===== src/rtl/pdp_pkg.sv =====
// Package: shared constants and types for the command data port.
// Assumes: nothing beyond IEEE 1800-2017 synthesizable subset.
package pdp_pkg;

    // Default width of the port data path.
    localparam int unsigned PDP_DEF_W = 16;

    // State of a read request waiting for a non-acknowledge cycle.
    typedef enum logic {
        RQ_IDLE = 1'b0,
        RQ_HELD = 1'b1
    } rd_req_e;

endpackage


===== src/rtl/pdp_out_stage.sv =====
// Module: output register path.
// Stages the write word in the instruction's first cycle, then loads the
// pins one cycle later. Assumes wr_issue is a one-cycle pulse per write.
module pdp_out_stage #(
    parameter int unsigned W = pdp_pkg::PDP_DEF_W
) (
    input  logic         clk,
    input  logic         rst_n,
    input  logic         wr_issue,
    input  logic [W-1:0] wr_data,
    output logic [W-1:0] port_out
);

    logic [W-1:0] stage_q;
    logic         stage_vld_q;

    // Capture the core word and mark it for transfer on the next edge.
    always_ff @(posedge clk) begin
        if (!rst_n) begin
            stage_q     <= '0;
            stage_vld_q <= 1'b0;
        end else begin
            stage_vld_q <= wr_issue;
            if (wr_issue) begin
                stage_q <= wr_data;
            end
        end
    end

    // Move the staged word to the pins one cycle after staging.
    always_ff @(posedge clk) begin
        if (!rst_n) begin
            port_out <= '0;
        end else if (stage_vld_q) begin
            port_out <= stage_q;
        end
    end

endmodule


===== src/rtl/pdp_rd_strobe.sv =====
// Module: read strobe generator.
// Holds a read request until the first cycle without bus acknowledge, then
// raises a registered one-cycle strobe. Assumes rd_issue marks only the
// first cycle of the read instruction.
module pdp_rd_strobe
    import pdp_pkg::*;
(
    input  logic clk,
    input  logic rst_n,
    input  logic rd_issue,
    input  logic bus_ack,
    output logic port_rd
);

    rd_req_e req_q;
    logic    req_open;
    logic    fire;

    // Request is open when newly issued or still held from earlier cycles.
    always_comb begin
        req_open = rd_issue || (req_q == RQ_HELD);
        fire     = req_open && !bus_ack;
    end

    // Track a request that was blocked by a bus-acknowledge cycle.
    always_ff @(posedge clk) begin
        if (!rst_n) begin
            req_q <= RQ_IDLE;
        end else if (req_open && bus_ack) begin
            req_q <= RQ_HELD;
        end else begin
            req_q <= RQ_IDLE;
        end
    end

    // Register the strobe so it carries no combinational path to the pins.
    always_ff @(posedge clk) begin
        if (!rst_n) begin
            port_rd <= 1'b0;
        end else begin
            port_rd <= fire;
        end
    end

endmodule


===== src/rtl/pdp_in_capture.sv =====
// Module: input capture.
// Samples the device bus on the edge that ends a strobe cycle and flags the
// new word for one cycle. Assumes port_in is stable through the strobe cycle.
module pdp_in_capture #(
    parameter int unsigned W = pdp_pkg::PDP_DEF_W
) (
    input  logic         clk,
    input  logic         rst_n,
    input  logic         port_rd,
    input  logic [W-1:0] port_in,
    output logic [W-1:0] rd_data,
    output logic         rd_valid
);

    // Latch the device word at the end of the strobe cycle.
    always_ff @(posedge clk) begin
        if (!rst_n) begin
            rd_data <= '0;
        end else if (port_rd) begin
            rd_data <= port_in;
        end
    end

    // Pulse valid on the same edge as the capture.
    always_ff @(posedge clk) begin
        if (!rst_n) begin
            rd_valid <= 1'b0;
        end else begin
            rd_valid <= port_rd;
        end
    end

endmodule


===== src/rtl/cmd_data_port.sv =====
// Module: command data port top.
// Joins the output register path, the read strobe generator and the input
// capture. Assumes issue pulses come from the instruction decoder, one per
// instruction, and that bus_ack marks stretch cycles of the current one.
module cmd_data_port #(
    parameter int unsigned W = pdp_pkg::PDP_DEF_W
) (
    input  logic         clk,
    input  logic         rst_n,
    input  logic         wr_issue,
    input  logic [W-1:0] wr_data,
    input  logic         rd_issue,
    input  logic         bus_ack,
    input  logic [W-1:0] port_in,
    output logic [W-1:0] port_out,
    output logic         port_rd,
    output logic [W-1:0] rd_data,
    output logic         rd_valid
);

    // Output register path.
    pdp_out_stage #(.W(W)) u_out (
        .clk      (clk),
        .rst_n    (rst_n),
        .wr_issue (wr_issue),
        .wr_data  (wr_data),
        .port_out (port_out)
    );

    // Read strobe generation.
    pdp_rd_strobe u_strobe (
        .clk      (clk),
        .rst_n    (rst_n),
        .rd_issue (rd_issue),
        .bus_ack  (bus_ack),
        .port_rd  (port_rd)
    );

    // Input capture toward the core.
    pdp_in_capture #(.W(W)) u_cap (
        .clk      (clk),
        .rst_n    (rst_n),
        .port_rd  (port_rd),
        .port_in  (port_in),
        .rd_data  (rd_data),
        .rd_valid (rd_valid)
    );

endmodule


===== config.mk =====
export PLATFORM = sky130hd
export DESIGN_NAME = cmd_data_port
export DESIGN_NICKNAME = d
export VERILOG_FILES = /design/src/rtl/pdp_pkg.sv /design/src/rtl/pdp_out_stage.sv /design/src/rtl/pdp_rd_strobe.sv /design/src/rtl/pdp_in_capture.sv /design/src/rtl/cmd_data_port.sv
export SDC_FILE = /design/constraint.sdc
export NUM_CORES = 1
export LEC_CHECK = 0
export BUFFER_PORTS_ARGS = -buffer_cell sky130_fd_sc_hd__buf_4
export CAP_MARGIN = 40
export CORE_ASPECT_RATIO = 1.4
export CORE_MARGIN = 1.5
export CORE_UTILIZATION = 48
export CTS_CLUSTER_SIZE = 30
export DETAILED_ROUTE_END_ITERATION = 8
export GPL_TIMING_DRIVEN = 0
export PLACE_DENSITY = 0.78
export REMOVE_ABC_BUFFERS = 1
export SLEW_MARGIN = 20
export SYNTH_ARGS = -nofsm -noshare
export SYNTH_HDL_FRONTEND = slang
export SYNTH_SLANG_ARGS = --single-unit

===== constraint.sdc =====
create_clock -name clk -period 1 [get_ports clk]
set_input_delay 0.05 -clock clk [delete_from_list [all_inputs] [get_ports clk]]
set_output_delay 0.05 -clock clk [all_outputs]
set_load 0.02 [all_outputs]

[Word-level counts from Yosys, hierarchy flattened]
Cells that the tools add are included.
Storage, ports and cells
  register bits: 52
  bits in latches: 0
  RAM bits: 0
  ROM bits: 0
  input bits: 37
  word-level logic and storage cells: 12
  memories kept: 0
Operators by class
  add/subtract/negate cells: 0
  $mul: 0
  divide/modulo/power cells: 0
  order comparisons: 0
  equality and inequality tests: 0
  shift operators: 0
  multiplexer cells: 1
  bitwise gates (word level): 0
  reductions and logical operators: 4
Operators with widths (number)
  logical AND 1 bit: 2
  zero test 1 bit: 1
  logical OR 1 bit: 1
  2-to-1 mux 1 bit: 1

[Longest topological paths before layout]
  word-level depth: 3
  depth in mapped cells: 4
  gate-level depth less buffers: 2

[Cells and area by module]
From an unflattened synthesis, not the netlist that was laid out.
Second synthesis, totals
  cells, all modules: 164
  area, all modules: 1965.6 sq um
Modules (own cells, without submodules)
  pdp_out_stage: instances 1, cells each 105, area an instance 1262.5 sq um
  pdp_in_capture: instances 1, cells each 53, area an instance 643.1 sq um
  pdp_rd_strobe: instances 1, cells each 6, area an instance 60.1 sq um

[Worst setup path before layout]
OpenSTA, ideal clock, no wires.
  path kind: register to register
  from: register u_strobe.port_rd
  to: register u_cap.rd_data[10]
  arrival: 0.971 ns
  required time: 0.884 ns
  path slack: -0.087 ns
  stages on the path, launching flop included: 5
  buffers on the path: 2
  path through: dfxtp_1 -> buf_6 -> buf_12 -> mux2i_1 -> nor2b_1
RTL lines
  start, declared: line pdp_rd_strobe.sv:12  | output logic port_rd
  start signal, assigned: line pdp_rd_strobe.sv:41  | port_rd <= fire;
  end signal, assigned: line pdp_in_capture.sv:20  | rd_data <= port_in;
  end, declared: line pdp_in_capture.sv:11  | output logic [W-1:0] rd_data,

==> impl_results.md <==
* Least-Margin Pin Slew at 0.389 ns
* Final Cycle Share at 0.912
* Via Count at 1,348
* Post-synthesis compound-gate area fraction at 0.00255
* Data required, critical path at 1.19 ns
* Met2 usage at 0.274
* Count of pins over their slew limit at 0
* Fin. Hold Viols at 0
* CTS Root Buffer Type: clkbuf_8
* Synth warnings at 0
* Crit Path Category: flop to flop
* Initial antenna violation count at 0
* End of the worst register-to-register path: u_cap.rd_data[3]
* Antenna Cells at 0
* Num rows at 27
* Max Cap Violations at 0
* Largest area contributor in the netlist: dfxtp_1
* Via/cell ratio at 4.80
* Core Box Area at 3920 um2
* Avg Cell Area, Syn at 11.9 um2
* # setup viols final at 0
* First-pass GRT wire length at 5440 um
* GRT Total Usage at 0.150
* Internal reg-to-reg setup slack at 0.09 ns
* Drt pass-1 iters at 2
* Synthesized area at 1970 um2
* RePlAce Congestion at 0.662
* Flops & latches, synth at 52
* Clock Skews at 0.00323 ns
* Number of global-route vias before repair at 1,294
* Simple-gate portion of the synthesized area at 0.164
* Main flop type after synthesis: dfxtp_1
* Minimum clock period at 0.912 ns
* Initial DRC count at 25
* Fmax at 1.10 GHz
* Distinct cells, synth at 10
* Ports at 71
* Area post-placement at 2460 um2
* Post-route cell area at 2590 um2
* GR Layer Usage met3 at 0.0554
* Clock Tree Buf Depth at 2
* Crit path launch: u_strobe.port_rd
* Min-delay worst type: input pin to flop
* Drt total wl at 3450 um
* Power Density at 1460 nW/um2
* Largest net degree at the start of global routing at 52
* Fillers at 343
* Drc violations at 0
* Power, Total at 0.00378 W
* GR Overflow Total at 0
* Setup crit end: u_cap.rd_data[3]
* Ranking of synthesized cells by area: dfxtp_1, mux2i_1, nor2b_1
* CP Capture Type: flop
* WHS at 0.00684 ns
* Worst-Skew Late Latency at 0.29 ns
* Status: finished, final reports clean
* Sink Count at 52
* Die X at 57.1 um
* Port Buffers at 70
* CTS Buf Count at 5
* Met1 GRT Util at 0.163
* Worst setup SP type: flop
* Die ar. at 4490 um2
* Share of cells above drive strength 1 at 0.357
* Busiest grt layer: met2
* Share of the synthesized area in the top cell type at 0.530
* Post-synthesis mux area share at 0.244
* Seq/Total Area, Yosys at 0.530
* H-tree level count at 2
* Most frequent cell after synthesis: dfxtp_1
* Die height at 78.7 um
* Setup TNS at 0 ns
* Crit-path max FO at 12
* Drt wl/cell at 12.3 um
* Pleak at 1.14 nW
* Synth Area in XOR/XNOR at 0
* R2R depth at 3
* Post-Synth Adder-Cell Area at 0
* Post-synth EDFFs at 0
* Area delta synth->final at 32.0%
* DP Wirelength at 2370 um
* Initial core utilization at 0.502
* Worst IR Drop VDD at 1.02 mV
* Arrival @ worst endpoint at 1.10 ns
* CTS tree: yes
* RSZ-0062 raised after global routing: no
* Final #Nets at 275
* FF-to-FF Start: u_strobe.port_rd
* Post-route ant nets at 0
* Final core utilization at 0.662
* Most instantiated cells after synthesis: dfxtp_1, mux2i_1, nor2b_1
* Largest family of logic cells by synthesized area: multiplexers
* Max_slew headroom at 0.741
* Clk slew on worst S/H paths at 0.08 ns
* Asr flop ratio synth at 0
* Cells after Synth at 165
==> metal layers <==
layer / up-vias / wire length (um)
met2: 59 / 1700
met3: 2 / 309
met4: 0 / 16
met5: - / 0
met1: 607 / 1420
li1: 680 / -
==> worst min-delay path by stage <==
stage,from,to,slack [ns],depth (start not counted)
finish,port_in[8],u_cap.rd_data[8],0.007,3
floorplan,bus_ack,u_strobe.port_rd,0.12,1
CTS,port_in[6],u_cap.rd_data[6],0.001,3
detailed placement,bus_ack,u_strobe.port_rd,0.23,2
global placement,bus_ack,u_strobe.port_rd,0.22,2
global route,port_in[13],u_cap.rd_data[13],0.02,3
==> power breakdown <==
part | switching (W) | internal [W] | leakage [nW]
combinational | 0.000211 | 0.000289 | 0.671
clock | 0.000602 | 0.000477 | 0.0410
sequential | 0.0000444 | 0.00215 | 0.426
total | 0.000857 | 0.00292 | 1.14
==> cells in the final DEF, fill, tap and decap left out <==
master,count
clkbuf_8,5
buf_4,73
dlygate4sd3_1,2
buf_12,1
inv_1,1
mux2i_1,48
clkbuf_1,1
and2_2,2
dfxtp_1,50
o21ai_0,1
buf_8,1
clkinv_2,1
nor2b_1,48
dfxtp_4,2
nor2_1,2
==> cell type report <==
| type | count | area (um2) | area share |
|---|---|---|---|
| Multi-Input combinational cell | 101 | 808 | 0.311 |
| Clock buffer | 6 | 72.6 | 0.0280 |
| Clock inverter | 1 | 5.00 | 0.00193 |
| Tap cell | 43 | 53.8 | 0.0207 |
| Timing Repair Buffer | 77 | 603 | 0.232 |
| Sequential cell | 52 | 1050 | 0.404 |
| Inverter | 1 | 3.75 | 0.00145 |
==> metrics by stage <==
stage / instances / setup WS (ns)
final: 281 / 0.0883
after global routing: 281 / 0.0258
after CTS: 277 / 0.0165
after detailed placement: 269 / -0.166
after global placement: 267 / -0.413
after floorplan: 154 / -0.329
==> flip-flops by register name, summed over array words and instances (netlist names) <==
register and flops:
u_out.port_out 16, u_out.stage_q 16, u_cap.rd_valid 1, u_strobe.req_q 1
u_strobe.port_rd 1, u_cap.rd_data 16, u_out.stage_vld_q 1
==> kinds of logic after synthesis <==
logic type	count (synthesis)
buffers and inverters	12
AO/OA/AOI/OAI	1
AND/OR/NAND/NOR	52
flip-flops	52
multiplexers	48
==> timing repair <==
action	in CTS	in global routing
hold buffers	1	1
hold endpoints to repair	2	1
buffers inserted	0	3
resized for setup	4	1
endpoints found under the setup margin	23	14
==> critical path, cell delays in order, from the launching register on <==
cell,delay (ns)
dfxtp_4,0.38
buf_8,0.16
mux2i_1,0.20
nor2b_1,0.06
Note: power is estimated with default switching activity, not from simulation.
